==> config.mk <==
export PLATFORM = sky130hd
export DESIGN_NAME = dm_wb_cache
export DESIGN_NICKNAME = d
export VERILOG_FILES = /design/src/rtl/cache_pkg.sv /design/src/rtl/cache_tag_store.sv /design/src/rtl/cache_data_ram.sv /design/src/rtl/cache_sat_counter.sv /design/src/rtl/cache_ctrl.sv /design/src/rtl/dm_wb_cache.sv
export SDC_FILE = /design/constraint.sdc
export NUM_CORES = 1
export LEC_CHECK = 0
export BUFFER_PORTS_ARGS = -buffer_cell sky130_fd_sc_hd__buf_2
export CAP_MARGIN = 20
export CORE_AREA = 2 2 158 98
export CTS_CLUSTER_SIZE = 12
export DETAILED_ROUTE_END_ITERATION = 6
export DIE_AREA = 0 0 160 100
export GPL_ROUTABILITY_DRIVEN = 0
export GPL_TIMING_DRIVEN = 0
export PLACE_DENSITY = 0.68
export SLEW_MARGIN = 20
export SYNTH_ARGS = -nofsm -noshare
export SYNTH_HDL_FRONTEND = slang
export SYNTH_SLANG_ARGS = --single-unit
==> constraint.sdc <==
create_clock -name clk -period 4.4 [get_ports clk]
set_input_delay 0.88 -clock clk [delete_from_list [all_inputs] [get_ports clk]]
set_output_delay 0.88 -clock clk [all_outputs]
set_load 0.02 [all_outputs]
==> src/rtl/cache_pkg.sv <==
package cache_pkg;

  typedef enum logic [2:0] {
    ST_IDLE,
    ST_WRITEBACK,
    ST_REFILL,
    ST_REFILL_WAIT,
    ST_RESPOND
  } ctrl_state_t;

endpackage

==> src/rtl/cache_tag_store.sv <==
module cache_tag_store #(
  parameter int LINES = 4,
  parameter int TAG_W = 2,
  localparam int IDX_W = $clog2(LINES)
) (
  input  logic             clk,
  input  logic             rst,
  input  logic [IDX_W-1:0] rd_idx,
  output logic             rd_valid,
  output logic             rd_dirty,
  output logic [TAG_W-1:0] rd_tag,
  input  logic             wr_en,
  input  logic [IDX_W-1:0] wr_idx,
  input  logic [TAG_W-1:0] wr_tag,
  input  logic             wr_dirty
);

  logic             valid_q [LINES];
  logic             dirty_q [LINES];
  logic [TAG_W-1:0] tag_q   [LINES];

  always_ff @(posedge clk) begin
    if (rst) begin
      for (int i = 0; i < LINES; i++) begin
        valid_q[i] <= 1'b0;
        dirty_q[i] <= 1'b0;
      end
    end else if (wr_en) begin
      valid_q[wr_idx] <= 1'b1;
      dirty_q[wr_idx] <= wr_dirty;
    end
  end

  always_ff @(posedge clk) begin
    if (wr_en) tag_q[wr_idx] <= wr_tag;
  end

  assign rd_valid = valid_q[rd_idx];
  assign rd_dirty = dirty_q[rd_idx];
  assign rd_tag   = tag_q[rd_idx];

endmodule

==> src/rtl/cache_data_ram.sv <==
module cache_data_ram #(
  parameter int LINES  = 4,
  parameter int DATA_W = 16,
  localparam int IDX_W = $clog2(LINES)
) (
  input  logic              clk,
  input  logic              wr_en,
  input  logic [IDX_W-1:0]  wr_idx,
  input  logic [DATA_W-1:0] wr_data,
  input  logic [IDX_W-1:0]  rd_idx,
  output logic [DATA_W-1:0] rd_data
);

  logic [DATA_W-1:0] store_q [LINES];

  always_ff @(posedge clk) begin
    if (wr_en) store_q[wr_idx] <= wr_data;
  end

  assign rd_data = store_q[rd_idx];

endmodule

==> src/rtl/cache_sat_counter.sv <==
module cache_sat_counter #(
  parameter int W = 8
) (
  input  logic         clk,
  input  logic         rst,
  input  logic         inc,
  output logic [W-1:0] count
);

  localparam logic [W-1:0] TOP = {W{1'b1}};

  always_ff @(posedge clk) begin
    if (rst) count <= '0;
    else if (inc && count != TOP) count <= count + 1'b1;
  end

endmodule

==> src/rtl/cache_ctrl.sv <==
module cache_ctrl
  import cache_pkg::*;
#(
  parameter int ADDR_W = 4,
  parameter int DATA_W = 16,
  parameter int IDX_W  = 2,
  localparam int TAG_W = ADDR_W - IDX_W
) (
  input  logic              clk,
  input  logic              rst,
  input  logic              cpu_req_valid,
  input  logic              cpu_req_we,
  input  logic [ADDR_W-1:0] cpu_req_addr,
  input  logic [DATA_W-1:0] cpu_req_wdata,
  output logic              cpu_req_ready,
  output logic              cpu_rsp_valid,
  output logic [DATA_W-1:0] cpu_rsp_rdata,
  output logic              cpu_rsp_hit,
  output logic              mem_req_valid,
  input  logic              mem_req_ready,
  output logic              mem_req_we,
  output logic [ADDR_W-1:0] mem_req_addr,
  output logic [DATA_W-1:0] mem_req_wdata,
  input  logic              mem_rsp_valid,
  input  logic [DATA_W-1:0] mem_rsp_rdata,
  output logic [IDX_W-1:0]  look_idx,
  input  logic              look_valid,
  input  logic              look_dirty,
  input  logic [TAG_W-1:0]  look_tag,
  input  logic [DATA_W-1:0] look_data,
  output logic              tag_wr_en,
  output logic [IDX_W-1:0]  tag_wr_idx,
  output logic [TAG_W-1:0]  tag_wr_tag,
  output logic              tag_wr_dirty,
  output logic              dat_wr_en,
  output logic [IDX_W-1:0]  dat_wr_idx,
  output logic [DATA_W-1:0] dat_wr_data,
  output logic              hit_inc,
  output logic              miss_inc
);

  ctrl_state_t       state_q;
  logic              we_q;
  logic [IDX_W-1:0]  idx_q;
  logic [TAG_W-1:0]  tag_q;
  logic [DATA_W-1:0] wdata_q;
  logic [DATA_W-1:0] rdata_q;
  logic              hit_q;

  logic [IDX_W-1:0]  in_idx;
  logic [TAG_W-1:0]  in_tag;
  logic              accept;
  logic              look_hit;
  logic [DATA_W-1:0] fill_word;

  assign in_idx    = cpu_req_addr[IDX_W-1:0];
  assign in_tag    = cpu_req_addr[ADDR_W-1:IDX_W];
  assign accept    = (state_q == ST_IDLE) && cpu_req_valid;
  assign look_idx  = (state_q == ST_IDLE) ? in_idx : idx_q;
  assign look_hit  = look_valid && (look_tag == in_tag);
  assign fill_word = we_q ? wdata_q : mem_rsp_rdata;

  always_comb begin
    tag_wr_en    = 1'b0;
    tag_wr_idx   = in_idx;
    tag_wr_tag   = in_tag;
    tag_wr_dirty = 1'b1;
    dat_wr_en    = 1'b0;
    dat_wr_idx   = in_idx;
    dat_wr_data  = cpu_req_wdata;
    hit_inc      = 1'b0;
    miss_inc     = 1'b0;
    if (accept) begin
      if (look_hit) begin
        hit_inc = 1'b1;
        if (cpu_req_we) begin
          tag_wr_en = 1'b1;
          dat_wr_en = 1'b1;
        end
      end else begin
        miss_inc = 1'b1;
      end
    end else if (state_q == ST_REFILL_WAIT && mem_rsp_valid) begin
      tag_wr_en    = 1'b1;
      tag_wr_idx   = idx_q;
      tag_wr_tag   = tag_q;
      tag_wr_dirty = we_q;
      dat_wr_en    = 1'b1;
      dat_wr_idx   = idx_q;
      dat_wr_data  = fill_word;
    end
  end

  always_ff @(posedge clk) begin
    if (rst) begin
      state_q <= ST_IDLE;
      we_q    <= 1'b0;
      idx_q   <= '0;
      tag_q   <= '0;
      wdata_q <= '0;
      rdata_q <= '0;
      hit_q   <= 1'b0;
    end else begin
      case (state_q)
        ST_IDLE: begin
          if (accept) begin
            we_q    <= cpu_req_we;
            idx_q   <= in_idx;
            tag_q   <= in_tag;
            wdata_q <= cpu_req_wdata;
            hit_q   <= look_hit;
            if (look_hit) begin
              rdata_q <= cpu_req_we ? cpu_req_wdata : look_data;
              state_q <= ST_RESPOND;
            end else if (look_valid && look_dirty) begin
              state_q <= ST_WRITEBACK;
            end else begin
              state_q <= ST_REFILL;
            end
          end
        end
        ST_WRITEBACK: if (mem_req_ready) state_q <= ST_REFILL;
        ST_REFILL:    if (mem_req_ready) state_q <= ST_REFILL_WAIT;
        ST_REFILL_WAIT: begin
          if (mem_rsp_valid) begin
            rdata_q <= fill_word;
            state_q <= ST_RESPOND;
          end
        end
        ST_RESPOND: state_q <= ST_IDLE;
        default:    state_q <= ST_IDLE;
      endcase
    end
  end

  assign cpu_req_ready = (state_q == ST_IDLE);
  assign cpu_rsp_valid = (state_q == ST_RESPOND);
  assign cpu_rsp_rdata = rdata_q;
  assign cpu_rsp_hit   = hit_q;
  assign mem_req_valid = (state_q == ST_WRITEBACK) || (state_q == ST_REFILL);
  assign mem_req_we    = (state_q == ST_WRITEBACK);
  assign mem_req_addr  = (state_q == ST_WRITEBACK) ? {look_tag, idx_q} : {tag_q, idx_q};
  assign mem_req_wdata = look_data;

endmodule

==> src/rtl/dm_wb_cache.sv <==
module dm_wb_cache #(
  parameter int ADDR_W = 4,
  parameter int DATA_W = 16,
  parameter int LINES  = 4,
  parameter int CNT_W  = 8,
  localparam int IDX_W = $clog2(LINES),
  localparam int TAG_W = ADDR_W - IDX_W
) (
  input  logic              clk,
  input  logic              rst,
  input  logic              cpu_req_valid,
  input  logic              cpu_req_we,
  input  logic [ADDR_W-1:0] cpu_req_addr,
  input  logic [DATA_W-1:0] cpu_req_wdata,
  output logic              cpu_req_ready,
  output logic              cpu_rsp_valid,
  output logic [DATA_W-1:0] cpu_rsp_rdata,
  output logic              cpu_rsp_hit,
  output logic              mem_req_valid,
  input  logic              mem_req_ready,
  output logic              mem_req_we,
  output logic [ADDR_W-1:0] mem_req_addr,
  output logic [DATA_W-1:0] mem_req_wdata,
  input  logic              mem_rsp_valid,
  input  logic [DATA_W-1:0] mem_rsp_rdata,
  output logic [CNT_W-1:0]  hit_count,
  output logic [CNT_W-1:0]  miss_count
);

  logic [IDX_W-1:0]  look_idx;
  logic              look_valid;
  logic              look_dirty;
  logic [TAG_W-1:0]  look_tag;
  logic [DATA_W-1:0] look_data;
  logic              tag_wr_en;
  logic [IDX_W-1:0]  tag_wr_idx;
  logic [TAG_W-1:0]  tag_wr_tag;
  logic              tag_wr_dirty;
  logic              dat_wr_en;
  logic [IDX_W-1:0]  dat_wr_idx;
  logic [DATA_W-1:0] dat_wr_data;
  logic              hit_inc;
  logic              miss_inc;
  logic [1:0]        cnt_inc;
  logic [CNT_W-1:0]  cnt_val [2];

  cache_tag_store #(.LINES(LINES), .TAG_W(TAG_W)) u_tags (
    .clk(clk), .rst(rst),
    .rd_idx(look_idx), .rd_valid(look_valid), .rd_dirty(look_dirty), .rd_tag(look_tag),
    .wr_en(tag_wr_en), .wr_idx(tag_wr_idx), .wr_tag(tag_wr_tag), .wr_dirty(tag_wr_dirty)
  );

  cache_data_ram #(.LINES(LINES), .DATA_W(DATA_W)) u_data (
    .clk(clk),
    .wr_en(dat_wr_en), .wr_idx(dat_wr_idx), .wr_data(dat_wr_data),
    .rd_idx(look_idx), .rd_data(look_data)
  );

  cache_ctrl #(.ADDR_W(ADDR_W), .DATA_W(DATA_W), .IDX_W(IDX_W)) u_ctrl (
    .clk(clk), .rst(rst),
    .cpu_req_valid(cpu_req_valid), .cpu_req_we(cpu_req_we),
    .cpu_req_addr(cpu_req_addr), .cpu_req_wdata(cpu_req_wdata),
    .cpu_req_ready(cpu_req_ready), .cpu_rsp_valid(cpu_rsp_valid),
    .cpu_rsp_rdata(cpu_rsp_rdata), .cpu_rsp_hit(cpu_rsp_hit),
    .mem_req_valid(mem_req_valid), .mem_req_ready(mem_req_ready),
    .mem_req_we(mem_req_we), .mem_req_addr(mem_req_addr), .mem_req_wdata(mem_req_wdata),
    .mem_rsp_valid(mem_rsp_valid), .mem_rsp_rdata(mem_rsp_rdata),
    .look_idx(look_idx), .look_valid(look_valid), .look_dirty(look_dirty),
    .look_tag(look_tag), .look_data(look_data),
    .tag_wr_en(tag_wr_en), .tag_wr_idx(tag_wr_idx), .tag_wr_tag(tag_wr_tag),
    .tag_wr_dirty(tag_wr_dirty),
    .dat_wr_en(dat_wr_en), .dat_wr_idx(dat_wr_idx), .dat_wr_data(dat_wr_data),
    .hit_inc(hit_inc), .miss_inc(miss_inc)
  );

  assign cnt_inc = {miss_inc, hit_inc};

  for (genvar k = 0; k < 2; k++) begin : g_cnt
    cache_sat_counter #(.W(CNT_W)) u_cnt (
      .clk(clk), .rst(rst), .inc(cnt_inc[k]), .count(cnt_val[k])
    );
  end

  assign hit_count  = cnt_val[0];
  assign miss_count = cnt_val[1];

endmodule

# Word level (Yosys, flattened, before mapping)
# Memory sizes are Yosys's and may differ from the RTL's.
# Index checks and enable logic that the tools add are counted.
# totals
register_bits	57
ramBits	80
in_bits	42
output_inout_bits	57
elab_cells	84
memories	4
# op_classes
add_sub_neg	2
eq_ne	12
muxes	43
reduce_logical	14
# mem_list
name	words	word_bits	read_ports	rd_ports_with_merged_regs	write_ports	line	source
u_data.store_q	4	16	1	0	1	cache_data_ram.sv:14	logic [DATA_W-1:0] store_q [LINES];
u_tags.tag_q	4	2	1	0	1	cache_tag_store.sv:20	logic [TAG_W-1:0] tag_q [LINES];
u_tags.dirty_q	4	1	1	0	4	cache_tag_store.sv:19	logic dirty_q [LINES];
u_tags.valid_q	4	1	1	0	4	cache_tag_store.sv:18	logic valid_q [LINES];
# ops
op	n
16-bit 2-to-1 mux	7
16-bit one-hot mux with 2 select lines	1
1-bit 2-to-1 mux	20
8-bit by 1-bit adder with 8-bit output (second input constant)	2
2-bit 2-to-1 mux	8
8-bit inequality test (second input constant)	2
3-bit 2-to-1 mux	5
3-bit one-hot mux with 4 select lines	1
4-bit AND reduction	2
3-bit by 2-bit equality test with 1-bit output (second input constant)	2
1-bit logical AND	6
2-bit inequality test (second input constant)	3
4-bit 2-to-1 mux	1
2-bit by 1-bit inequality test with 1-bit output (second input constant)	2
3-bit by 1-bit equality test with 1-bit output (second input constant)	1
3-bit equality test (second input constant)	1
3-bit zero test	1
2-bit equality test	1
2-bit AND reduction	1
2-bit nonzero test	1
1-bit OR reduction	2
1-bit logical OR	1

# Depth between registers and ports, before layout
# Gate-level depths: netlist of run 1.
# An unclocked memory read counts as a cell.
# depth
depth_word	12
ltp_mapped	9
ltp_nobuf	6

# Modules after synthesis
# Synthesis of run 1 repeated with hierarchy kept, for this count alone.
# unflattened
hier_cells	521
hier_area_um2	6387.4
# by_module_without_submodules
mod	instances	cells_each	area_per_inst_um2	seq_area_each_um2
cache_ctrl	1	299	2443.6	820.8
cache_data_ram	1	88	2377.3	1921.8
cache_sat_counter	2	46	430.4	160.2
cache_tag_store	1	42	705.7	480.5

# Worst setup path before layout of run 1
# No wires, ideal clock.
# synth_path
path_kind	input port to flip-flop
startpoint	input cpu_req_addr[0]
endpoint	memory u_data.store_q[3][0], enable pin
setup_time_ns	0.418
t_arrival_ns	3.862
required_time_ns	3.982
slack_ns	0.120
cell_stages	7
path_buffers	1
cell_sequence	buf_6 -> mux4_2 -> nand2b_1 -> mux4_2 -> nor2_1 -> nand3_1 -> o21ai_0
# synth_via
elab_chain_len	8
word_cells_on_any_way	11
classes_between	1 x eq/ne; 7 x mux; 1 x reduce/logical; 2 x memory
# synth_lines
element	line	source
from (decl)	dm_wb_cache.sv:13	input logic [ADDR_W-1:0] cpu_req_addr,
2-bit 2-to-1 mux	cache_ctrl.sv:59	assign look_idx = (state_q == ST_IDLE) ? in_idx : idx_q;
memory 4 x 2 bit	n/a	
2-bit equality test	cache_ctrl.sv:60	assign look_hit = look_valid && (look_tag == in_tag);
1-bit logical AND	cache_ctrl.sv:60	
1-bit 2-to-1 mux	cache_ctrl.sv:74	if (look_hit) begin
1-bit 2-to-1 mux	cache_ctrl.sv:73	if (accept) begin
1-bit 2-to-1 mux	cache_data_ram.sv:17	if (wr_en) store_q[wr_idx] <= wr_data;
1-bit 2-to-1 mux (implied by the code)	cache_data_ram.sv:17	
to (decl)	cache_data_ram.sv:14	
# Parallel ways exist; a longest one is shown, timed or not.

# Worst setup path after layout of run 1
# layout_path
startpoint	register u_ctrl.state_q[0]
endpoint	output mem_req_wdata[13]
# layout_via
elab_chain_len	3
# layout_lines
element	line	source
from (decl)	cache_ctrl.sv:42	ctrl_state_t state_q;
from (signal assigned)	cache_ctrl.sv:96	state_q <= ST_IDLE;
from (signal assigned)	cache_ctrl.sv:114	state_q <= ST_RESPOND;
from (signal assigned)	cache_ctrl.sv:116	state_q <= ST_WRITEBACK;
3-bit zero test	cache_ctrl.sv:59	
2-bit 2-to-1 mux	cache_ctrl.sv:59	
memory 4 x 16 bit	n/a	
to (decl)	dm_wb_cache.sv:23	output logic [DATA_W-1:0] mem_req_wdata,
# Every way passes these cells.

==> results.py, run 1 <==
metrics = {
    "cells_and_area": {
        "antennaDiodeCount": 0,
        "syn_to_final_growth_pct": 22.1,
        "stdcell_area_um2": 7890,
        "nets": 767,
        "drive_gt1_share_pct": 21.3,
    },
    "floorplan": {
        "die_w_um": 160,
        "core_area_um2": 14800,
        "die_h_um": 100,
        "design.die.area_um2": 16000,
        "rows": 35,
        "num_io_pins": 99,
        "start_util_pct": 43.7,
    },
    "synth": {
        "synth_ff_type": "edfxtp_1",
        "synth_async_sr_flop_share_pct": 0,
        "ys_warn_count": 0,
        "ys_types": 52,
        "yosysTopAreaCell": "edfxtp_1",
        "synthCells": 606,
        "synth_common_cells": "nand2_1 (110), edfxtp_1 (80), a21oi_1 (65)",
        "syn_nets": 650,
        "synth_xor_area_share_pct": 1.06,
        "synth_adder_area_share_pct": 0.387,
        "synth_edf_count": 80,
        "synthSimpleGateAreaFrac_pct": 12.4,
        "ys_top_cells_by_area": "edfxtp_1 (37%), dfxtp_1 (18%), mux2i_1 (8.2%)",
        "netlist_area_um2": 6460,
        "synth_compound_area_share_pct": 16.3,
        "synth_top_family_by_area": "compound AO/OA/AOI/OAI gates",
        "syn_area_per_cell_um2": 10.7,
        "synth-seq-cells": 137,
        "synthMuxAreaShare_pct": 11.3,
        "ys_seq_area_share_pct": 54.8,
        "synth_top_area_share_pct": 37.2,
        "synth.most_common_cell": "nand2_1",
    },
    "power": {
        "vdd_drop_max_mv": 0.292,
        "fin_total_pwr_w": 0.00374,
        "p_leak_nw": 3.07,
        "p_per_area_nw_per_um2": 474,
    },
    "worst_setup_path": {
        "end_kind": "primary output",
        "setup.worst_path.class": "reg2out",
        "cp.arrival_ps": 3250,
        "start_kind": "flip-flop",
        "cp_max_fo": 10,
        "r2r_slack_ps": 900,
        "required_ps": 3520,
        "reg2reg_from": "u_ctrl.idx_q[1]",
        "r2r-end": "u_data.store_q[2][3]",
        "critPathLaunch": "u_ctrl.state_q[0]",
        "rr_worst_depth": 8,
    },
    "detailed_routing": {
        "post_drt_wl_per_cell_um": 20.7,
        "totalWireLength_mm": 19.4,
        "viasPerCell": 5.98,
        "firstDrtPassIters": 7,
        "drc": 5,
        "drt_iter0_drc": 494,
        "vias": 5615,
        "ant_nets": 0,
    },
    "global_route": {
        "antenna_found_initial": 0,
        "grt_pass1_wl_mm": 29.6,
        "overflow": 0,
        "grt_start_max_net_pins": 17,
        "grt_pass1_vias": 5426,
        "grt_usage_pct": 24.5,
    },
    "min_path": {
        "hold_start": "u_ctrl.wdata_q[7]",
        "hold_depth": 2,
        "hold_path.class": "reg2reg",
        "min_to": "u_ctrl.wdata_q[7]",
    },
    "outcome": {
        "violations": "design-rule violations",
        "status": "finished with violations",
    },
    "placement": {
        "pre_cts_slack_ps": 416,
        "placed_area_um2": 7270,
        "portBuffers": 94,
        "dpl.hpwl_mm": 14.2,
    },
    "sta": {
        "final-max-slew-violation-count": 0,
        "skew_ps": 12.6,
        "tightest_slew_ps": 802,
        "hold_slack_ps": 456,
        "finalWorstSetupSlack_ps": 268,
        "setup_viol": 0,
        "setup_tns_ps": 0,
        "rsz0062_at_grt": "no",
        "period_minus_slack_ps": 4130,
        "max_freq_mhz": 242,
        "relSlewSlack_pct": 46.5,
        "fin_crit_sh_pct": 93.9,
        "finalHoldViolCount": 0,
    },
    "clock_network": {
        "cts_setup_buffers": 0,
        "cts_tree": "done",
        "cts_made_buffers": 17,
        "clk_pin_slew_ps": 60,
        "h-tree-depth": 4,
        "cts_resized": 0,
        "clkLatencyLatePin_ps": 420,
        "cts_hold_buffers": 0,
        "clk_root_buffer_cell": "clkbuf_16",
        "clockBufferDepth": 2,
        "clock_sinks": 137,
    },
    "run": {
        "cap_violations": 0,
    },
}
critical path: stages (launching register included):
cell and delay (ps):
dfxtp_1 310, clkbuf_1 220, nor3_4 480, mux2_2 280
clkbuf_1 520, clkbuf_1 530, a22oi_1 270, buf_2 230
registers in the layout (all words and copies together) (netlist names):
name                  flops
u_ctrl.tag_q              2
u_ctrl.wdata_q           16
u_tags.tag_q              8
u_tags.dirty_q            4
u_data.store_q           64
u_ctrl.cpu_rsp_hit        1
u_tags.valid_q            4
u_ctrl.we_q               1
u_ctrl.idx_q              2
u_ctrl.cpu_rsp_rdata     16
u_ctrl.state_q            3
g_cnt.u_cnt.count        16
cell usage in the layout, fill, tap and decap left out, drive strengths merged, types with 5 or more instances in the layout:
cell,synthesis,routed
nand2,110,110
buf,9,107
edfxtp,80,80
a21oi,66,66
clkbuf,39,61
dfxtp,57,57
mux2i,53,53
a221o,32,32
o21ai,28,28
nor2,22,22
a22oi,16,16
inv,8,14
nand3,12,12
mux4,7,7
nor3,7,7
nor2b,5,5
xnor2,5,5
how the worst max path moves through the flow:
stage | to | slack, ps
after floorplan | u_data.store_q[3][0] | 120
after global placement | u_data.store_q[3][10] | -1440
after detailed placement | u_data.store_q[2][10] | 420
after CTS | mem_req_wdata[14] | 310
after global routing | mem_req_wdata[14] | 90
final | mem_req_wdata[13] | 270
routing by layer:
layer  vias to the layer above  GRT usage, %  wire length (um)
met5                         -             0                 0
met4                         0          8.04               267
met3                        26          6.03              2090
met2                       329          36.3              8250
met1                      2766          35.5              8820
li1                       2494             -                 -
cells by family (layout without fill, tap and decap cells):
logic type,count (synthesis),in the layout
fa+ha+maj,2,2
compound gates,160,160
mux,64,64
simple gates,180,180
buf+inv,56,186
flops,137,137
xor+xnor,7,7
final cells by class:
| cell class | count | area, um2 |
|---|---|---|
| Timing Repair Buffer | 98 | 536 |
| Buffer | 48 | 204 |
| Multi-Input combinational cell | 413 | 2700 |
| Inverter | 8 | 30.0 |
| Clock inverter | 10 | 100 |
| Sequential cell | 137 | 3540 |
| Clock buffer | 22 | 518 |
| Fill cell | 1314 | 6910 |
| Tap cell | 203 | 254 |
power by group:
group,total (W),switching (W),internal (W),leakage [nW]
clock network,0.00148,0.000574,0.000905,0.310
logic,0.000823,0.000549,0.000274,1.57
registers,0.00144,0.0000308,0.00141,1.19
stage by stage:
| step | instances | util, % |
|---|---|---|
| final | 939 | 53.3 |
| after global routing | 939 | 53.3 |
| after CTS | 939 | 53.3 |
| after detailed placement | 907 | 49.1 |
| after floorplan | 606 | - |
| after global placement | 903 | 48.6 |
No activity file was read; power rests on OpenSTA's default activity.
==> run 2: changes to the inputs <==
--- a/config.mk
+++ b/config.mk
@@ -7,13 +7,14 @@
 export LEC_CHECK = 0
 export BUFFER_PORTS_ARGS = -buffer_cell sky130_fd_sc_hd__buf_2
 export CAP_MARGIN = 20
-export CORE_AREA = 2 2 158 98
+export CORE_AREA = 2 2 149 93
+export CTS_CLUSTER_DIAMETER = 100
 export CTS_CLUSTER_SIZE = 12
 export DETAILED_ROUTE_END_ITERATION = 6
-export DIE_AREA = 0 0 160 100
+export DIE_AREA = 0 0 151 95
 export GPL_ROUTABILITY_DRIVEN = 0
 export GPL_TIMING_DRIVEN = 0
-export PLACE_DENSITY = 0.68
+export PLACE_DENSITY = 0.74
 export SLEW_MARGIN = 20
 export SYNTH_ARGS = -nofsm -noshare
 export SYNTH_HDL_FRONTEND = slang
==> results.py, run 2 (synthesized netlist as in run 1, its figures left out) <==
metrics = {
    "sta": {
        "setup_viol": 0,
        "tightest_slew_ps": 870,
        "hold_slack_ps": 454,
        "period_minus_slack_ps": 4300,
        "rsz0062_at_grt": "no",
        "final-max-slew-violation-count": 0,
        "skew_ps": 9.22,
        "fin_crit_sh_pct": 97.8,
        "finalHoldViolCount": 0,
        "relSlewSlack_pct": 42.0,
        "max_freq_mhz": 232,
    },
    "worst_setup_path": {
        "worst_path_most_repeated_cell": "clkbuf_1",
        "path_buf_inv": 4,
        "setup.worst_path.class": "reg2out",
        "cp.arrival_ps": 3420,
        "reg2reg_from": "u_ctrl.idx_q[1]",
        "required_ps": 3520,
        "r2r_slack_ps": 860,
        "crit_slowest_cell": "clkbuf_1",
        "end_kind": "primary output",
        "r2r-end": "u_data.store_q[1][6]",
        "path_cells": "clkbuf_1 > nor3_4 > mux2_2 > clkbuf_1 > clkbuf_1 > a22oi_1 > buf_2",
        "rr_worst_depth": 8,
        "cpPeakStageDelay_ps": 540,
        "cp_max_fo": 10,
        "start_kind": "flip-flop",
        "crit_family": "buffers and inverters",
    },
    "floorplan": {
        "start_util_pct": 49.2,
        "rows": 33,
        "die_w_um": 151,
        "design.die.area_um2": 14300,
        "die_h_um": 95,
        "num_io_pins": 99,
        "core_area_um2": 13100,
    },
    "cells_and_area": {
        "final_cells": 911,
        "largest_register_ffs": 64,
        "drive_gt1_share_pct": 21.0,
        "nets": 766,
        "top_register": "u_data.store_q",
        "syn_to_final_growth_pct": 20.8,
        "final_common_cell": "nand2_1",
        "final_cell_mix": "nand2_1 (110), buf_2 (98), edfxtp_1 (80), a21oi_1 (65), dfxtp_1 (57)",
    },
    "global_route": {
        "grt_usage_pct": 27.5,
        "grt_pass1_wl_mm": 28.9,
        "grt_start_max_net_pins": 19,
        "antenna_found_initial": 1,
        "overflow": 0,
        "grt_pass1_vias": 5457,
    },
    "detailed_routing": {
        "totalWireLength_mm": 19.3,
        "firstDrtPassIters": 5,
        "vias": 5592,
        "viasPerCell": 6.14,
        "ant_nets": 0,
        "drt_iter0_drc": 619,
        "post_drt_wl_per_cell_um": 21.2,
        "drc": 0,
    },
    "clock_network": {
        "cts_resized": 0,
        "cts_setup_buffers": 0,
        "clk_root_buffer_cell": "clkbuf_16",
        "clockBufferDepth": 2,
        "clk_pin_slew_ps": 60,
        "clkLatencyLatePin_ps": 420,
        "cts_made_buffers": 17,
        "clock_sinks": 137,
        "h-tree-depth": 4,
        "cts_tree": "done",
        "cts_hold_buffers": 0,
    },
    "placement": {
        "dpl.hpwl_mm": 13.7,
        "portBuffers": 94,
        "dp.cells": 878,
    },
    "run": {
        "cap_violations": 0,
    },
    "min_path": {
        "hold_start": "u_ctrl.wdata_q[0]",
        "hold_depth": 2,
        "min_to": "u_ctrl.wdata_q[0]",
        "hold_path.class": "reg2reg",
    },
    "power": {
        "p_leak_nw": 3.04,
        "vdd_drop_max_mv": 0.283,
        "p_per_area_nw_per_um2": 469,
    },
    "outcome": {
        "status": "finished, final reports clean",
    },
}
run 2: per-stage QoR:
stage	instance area (um2)	worst slack [ps]	utilization (%)	setup TNS (ps)	total power (W)
finish	7810	97.9	59.5	0	0.00366
global route	7800	32.3	59.4	0	0.00377
CTS	7800	220	59.4	0	0.00364
detailed placement	7220	405	55.0	0	0.00227
global placement	7150	-1450	54.5	-41610	0.00224
floorplan	6460	120	-	0	0.00200
run 2: worst reg2reg max path, cell delays in order (launching register included):
cell and delay, ps:
dfxtp_1 340, clkbuf_1 400, mux4_2 420, nand2b_1 160, mux4_2 590, nor3_1 330
nor2_1 260, nor2_2 500, buf_8 240
run 2: how the worst max path moves through the flow:
| stage | slack (ps) | cells after the start | start | end |
|---|---|---|---|---|
| 2_1_floorplan | 120 | 7 | cpu_req_addr[0] | u_data.store_q[3][0] |
| 3_3_place_gp | -1450 | 7 | cpu_req_addr[1] | u_data.store_q[3][8] |
| 3_5_place_dp | 400 | 8 | cpu_req_addr[1] | u_data.store_q[1][8] |
| 4_1_cts | 220 | 7 | u_ctrl.state_q[0] | mem_req_wdata[14] |
| 5_1_grt | 30 | 7 | u_ctrl.state_q[0] | mem_req_wdata[14] |
| 6_report | 100 | 7 | u_ctrl.state_q[0] | mem_req_wdata[14] |
run 2: power by group:
group	internal, W	switching, W
Sequential	0.00141	0.0000309
Combinational	0.000274	0.000555
Clock	0.000839	0.000552
Total	0.00252	0.00114
run 2: final cells by class:
type / instances / area (um2)
Fill cell: 1127 / 5320
Sequential cell: 137 / 3540
Multi-Input combinational cell: 413 / 2710
Clock buffer: 24 / 526
Timing Repair Buffer: 97 / 515
Tap cell: 175 / 219
Buffer: 48 / 204
Clock inverter: 8 / 57.6
Inverter: 8 / 30.0
Antenna cell: 1 / 2.50
run 2: metal layers:
metal,wire [um],track usage (%),vias up
li1,-,-,2493
met1,7980,37.6,2653
met2,8260,41.7,402
met3,2610,7.83,44
met4,426,10.7,0
met5,0,0,-
==> run 3: changes to the inputs <==
--- a/config.mk
+++ b/config.mk
@@ -7,15 +7,16 @@
 export LEC_CHECK = 0
 export BUFFER_PORTS_ARGS = -buffer_cell sky130_fd_sc_hd__buf_2
 export CAP_MARGIN = 20
-export CORE_AREA = 2 2 149 93
+export CORE_AREA = 2 2 167 103
 export CTS_CLUSTER_DIAMETER = 100
 export CTS_CLUSTER_SIZE = 12
 export DETAILED_ROUTE_END_ITERATION = 6
-export DIE_AREA = 0 0 151 95
+export DIE_AREA = 0 0 169 105
 export GPL_ROUTABILITY_DRIVEN = 0
 export GPL_TIMING_DRIVEN = 0
-export PLACE_DENSITY = 0.74
 export SLEW_MARGIN = 20
 export SYNTH_ARGS = -nofsm -noshare
 export SYNTH_HDL_FRONTEND = slang
+export SYNTH_HIERARCHICAL = 1
 export SYNTH_SLANG_ARGS = --single-unit
+export TNS_END_PERCENT = 100
==> results.py, run 3 <==
metrics = {
    "cells_and_area": {
        "final_cell_mix": "buf_2 (107), edfxtp_1 (80), a21oi_1 (63), dfxtp_1 (57), nand2_1 (56)",
        "top_register": "u_data/store_q",
        "final_common_cell": "buf_2",
        "fill_cells": 1468,
        "syn_to_final_growth_pct": 21.7,
        "antennaDiodeCount": 0,
        "largest_register_ffs": 64,
        "nets": 685,
        "drive_gt1_share_pct": 34.6,
        "stdcell_area_um2": 7780,
        "utilization_pct": 48.2,
    },
    "placement": {
        "portBuffers": 97,
        "placed_area_um2": 7160,
        "dpl.hpwl_mm": 11.8,
    },
    "clock_network": {
        "clock_sinks": 137,
        "clk_root_buffer_cell": "clkbuf_16",
        "clk_pin_slew_ps": 60,
        "cts_tree": "done",
        "clkLatencyLatePin_ps": 410,
        "cts_made_buffers": 17,
        "clockBufferDepth": 2,
        "h-tree-depth": 4,
        "cts_hold_buffers": 0,
    },
    "worst_setup_path": {
        "crit_family": "simple AND/OR/NAND/NOR gates",
        "setup.worst_path.class": "reg2reg",
        "cp_max_fo": 15,
        "worst_path_most_repeated_cell": "nand2_1",
        "cpPeakStageDelay_ps": 510,
        "cp.arrival_ps": 4370,
        "crit_slowest_cell": "mux4_1",
        "start_kind": "flip-flop",
        "end_kind": "flip-flop",
        "path_cells": "buf_2 > nor3_4 > mux2_2 > mux4_1 > xnor2_1 > nand4_4 > clkinv_2 > buf_8 > nand2_1 > nand2_1 > buf_4 > nor3b_1 > or2_2",
        "path_buf_inv": 4,
        "required_ps": 4530,
    },
    "sta": {
        "rsz0062_at_grt": "no",
        "final-max-slew-violation-count": 0,
        "skew_ps": 13.4,
        "max_freq_mhz": 236,
        "setup_viol": 0,
        "relSlewSlack_pct": 40.4,
        "period_minus_slack_ps": 4250,
        "tightest_slew_ps": 894,
        "fin_crit_sh_pct": 96.5,
        "setup_tns_ps": 0,
        "finalHoldViolCount": 0,
    },
    "synth": {
        "synth_edf_count": 80,
        "synth_common_cells": "edfxtp_1 (80), a21oi_1 (63), dfxtp_1 (57)",
        "ys_warn_count": 6,
        "syn_nets": 565,
        "synth.most_common_cell": "edfxtp_1",
        "synth_async_sr_flop_share_pct": 0,
        "ys_top_cells_by_area": "edfxtp_1 (38%), dfxtp_1 (18%), a21oi_1 (4.9%)",
        "synth-seq-cells": 137,
        "syn_area_per_cell_um2": 12.3,
        "ys_types": 52,
        "synth_ff_type": "edfxtp_1",
        "ys_seq_area_share_pct": 55.5,
        "synthCells": 521,
        "netlist_area_um2": 6390,
        "yosysTopAreaCell": "edfxtp_1",
        "synth_top_area_share_pct": 37.6,
    },
    "run": {
        "cap_violations": 0,
    },
    "power": {
        "seq_power_share_pct": 41.0,
        "clockPowerShare_pct": 39.6,
        "sw_frac_of_total_pct": 27.6,
        "p_comb_share_pct": 19.4,
        "p_sw_w": 0.000968,
        "p_per_area_nw_per_um2": 451,
        "vdd_drop_max_mv": 0.212,
        "p_leak_nw": 3.02,
        "intPower_w": 0.00254,
    },
    "global_route": {
        "antenna_found_initial": 0,
        "grt_pass1_wl_mm": 26.4,
        "grt_start_max_net_pins": 24,
        "grt_usage_pct": 19.9,
        "overflow": 0,
        "grt_pass1_vias": 4781,
    },
    "detailed_routing": {
        "totalWireLength_mm": 16.9,
        "viasPerCell": 5.41,
        "drt_iter0_drc": 409,
        "ant_nets": 0,
        "post_drt_wl_per_cell_um": 19.6,
        "vias": 4672,
        "firstDrtPassIters": 4,
        "drc": 0,
    },
    "floorplan": {
        "die_w_um": 169,
        "start_util_pct": 39.6,
        "die_h_um": 105,
        "core_area_um2": 16100,
        "num_io_pins": 99,
        "design.die.area_um2": 17700,
        "rows": 36,
    },
    "outcome": {
        "status": "finished, final reports clean",
    },
    "min_path": {
        "hold_path.class": "reg2reg",
    },
}
[run 3: cell count changes in the layout (fill, tap and decap cells not counted), sizes merged, moves of 26 or more]
cell,previous run,this run
buf,106,140
o21ai,28,2
nand2,110,56
a221o,32,0
mux2i,53,20
clkbuf,63,29
[run 3: metal layers]
metal  track usage [%]  up-vias  wire (um)
met5                 0        -          0
met1              27.8     2278       7810
met3              6.74       17       1580
met4              5.68        0        215
met2              29.4      199       7300
li1                  -     2178          -
[run 3: tightest hold or removal path: stages (launching register included)]
cell	delay (ps)
dfxtp_1	310
nand2_1	50
a21oi_1	50
[run 3: what timing repair did]
item                                    in CTS  in global routing
buffers inserted                             0                  3
hold endpoints to repair                     0                  0
resized for setup                            4                  1
endpoints found under the setup margin      68                 12
[run 3: final cells by class]
cell class              count  area (um2)  area share [%]
flip-flops and latches    137        3540            45.6
multi-input cells         328        2520            32.4
repair buffers            101         523            6.73
clock buffers              18         429            5.52
plain buffers              50         325            4.18
well taps                 209         262            3.36
clock inverters            14         149            1.91
inverters                   6        23.8           0.306
[run 3: metrics by stage]
step	setup WS (ps)	hold WS [ps]	instances	total power [W]
2_1_floorplan	261	436	521	0.00193
3_3_place_gp	-754	441	827	0.00212
3_5_place_dp	-355	450	828	0.00214
4_1_cts	54.5	458	860	0.00353
5_1_grt	26.0	484	863	0.00366
6_report	155	460	863	0.00351
[run 3: cell families after synthesis]
group / count (synthesis) / share of synthesized area (%)
simple gates: 149 / 12.0
flops: 137 / 55.5
compound gates: 108 / 10.7
mux: 66 / 15.5
buf+inv: 56 / 5.46
xor+xnor: 3 / 0.411
fa+ha+maj: 2 / 0.392
[run 3: path summary, 6_finish.rpt]
| kind | from | end | slack [ps] | cells past startpoint |
|---|---|---|---|---|
| max | u_ctrl/state_q[1] | u_tags/dirty_q[0] | 150 | 13 |
| min | u_ctrl/wdata_q[7] | u_ctrl/wdata_q[7] | 460 | 2 |
| max reg2reg | u_ctrl/state_q[1] | u_tags/dirty_q[0] | 150 | 13 |
| min reg2reg | u_ctrl/wdata_q[7] | u_ctrl/wdata_q[7] | 460 | 2 |
[run 3: power groups by stage]
stage	sequential, W	combinational [W]	clock (W)
3_5_place_dp	0.00146	0.000674	0
2_1_floorplan	0.00147	0.000461	0
6_report	0.00144	0.000679	0.00139
4_1_cts	0.00144	0.000679	0.00142
5_1_grt	0.00144	0.000731	0.00149
3_3_place_gp	0.00146	0.000663	0
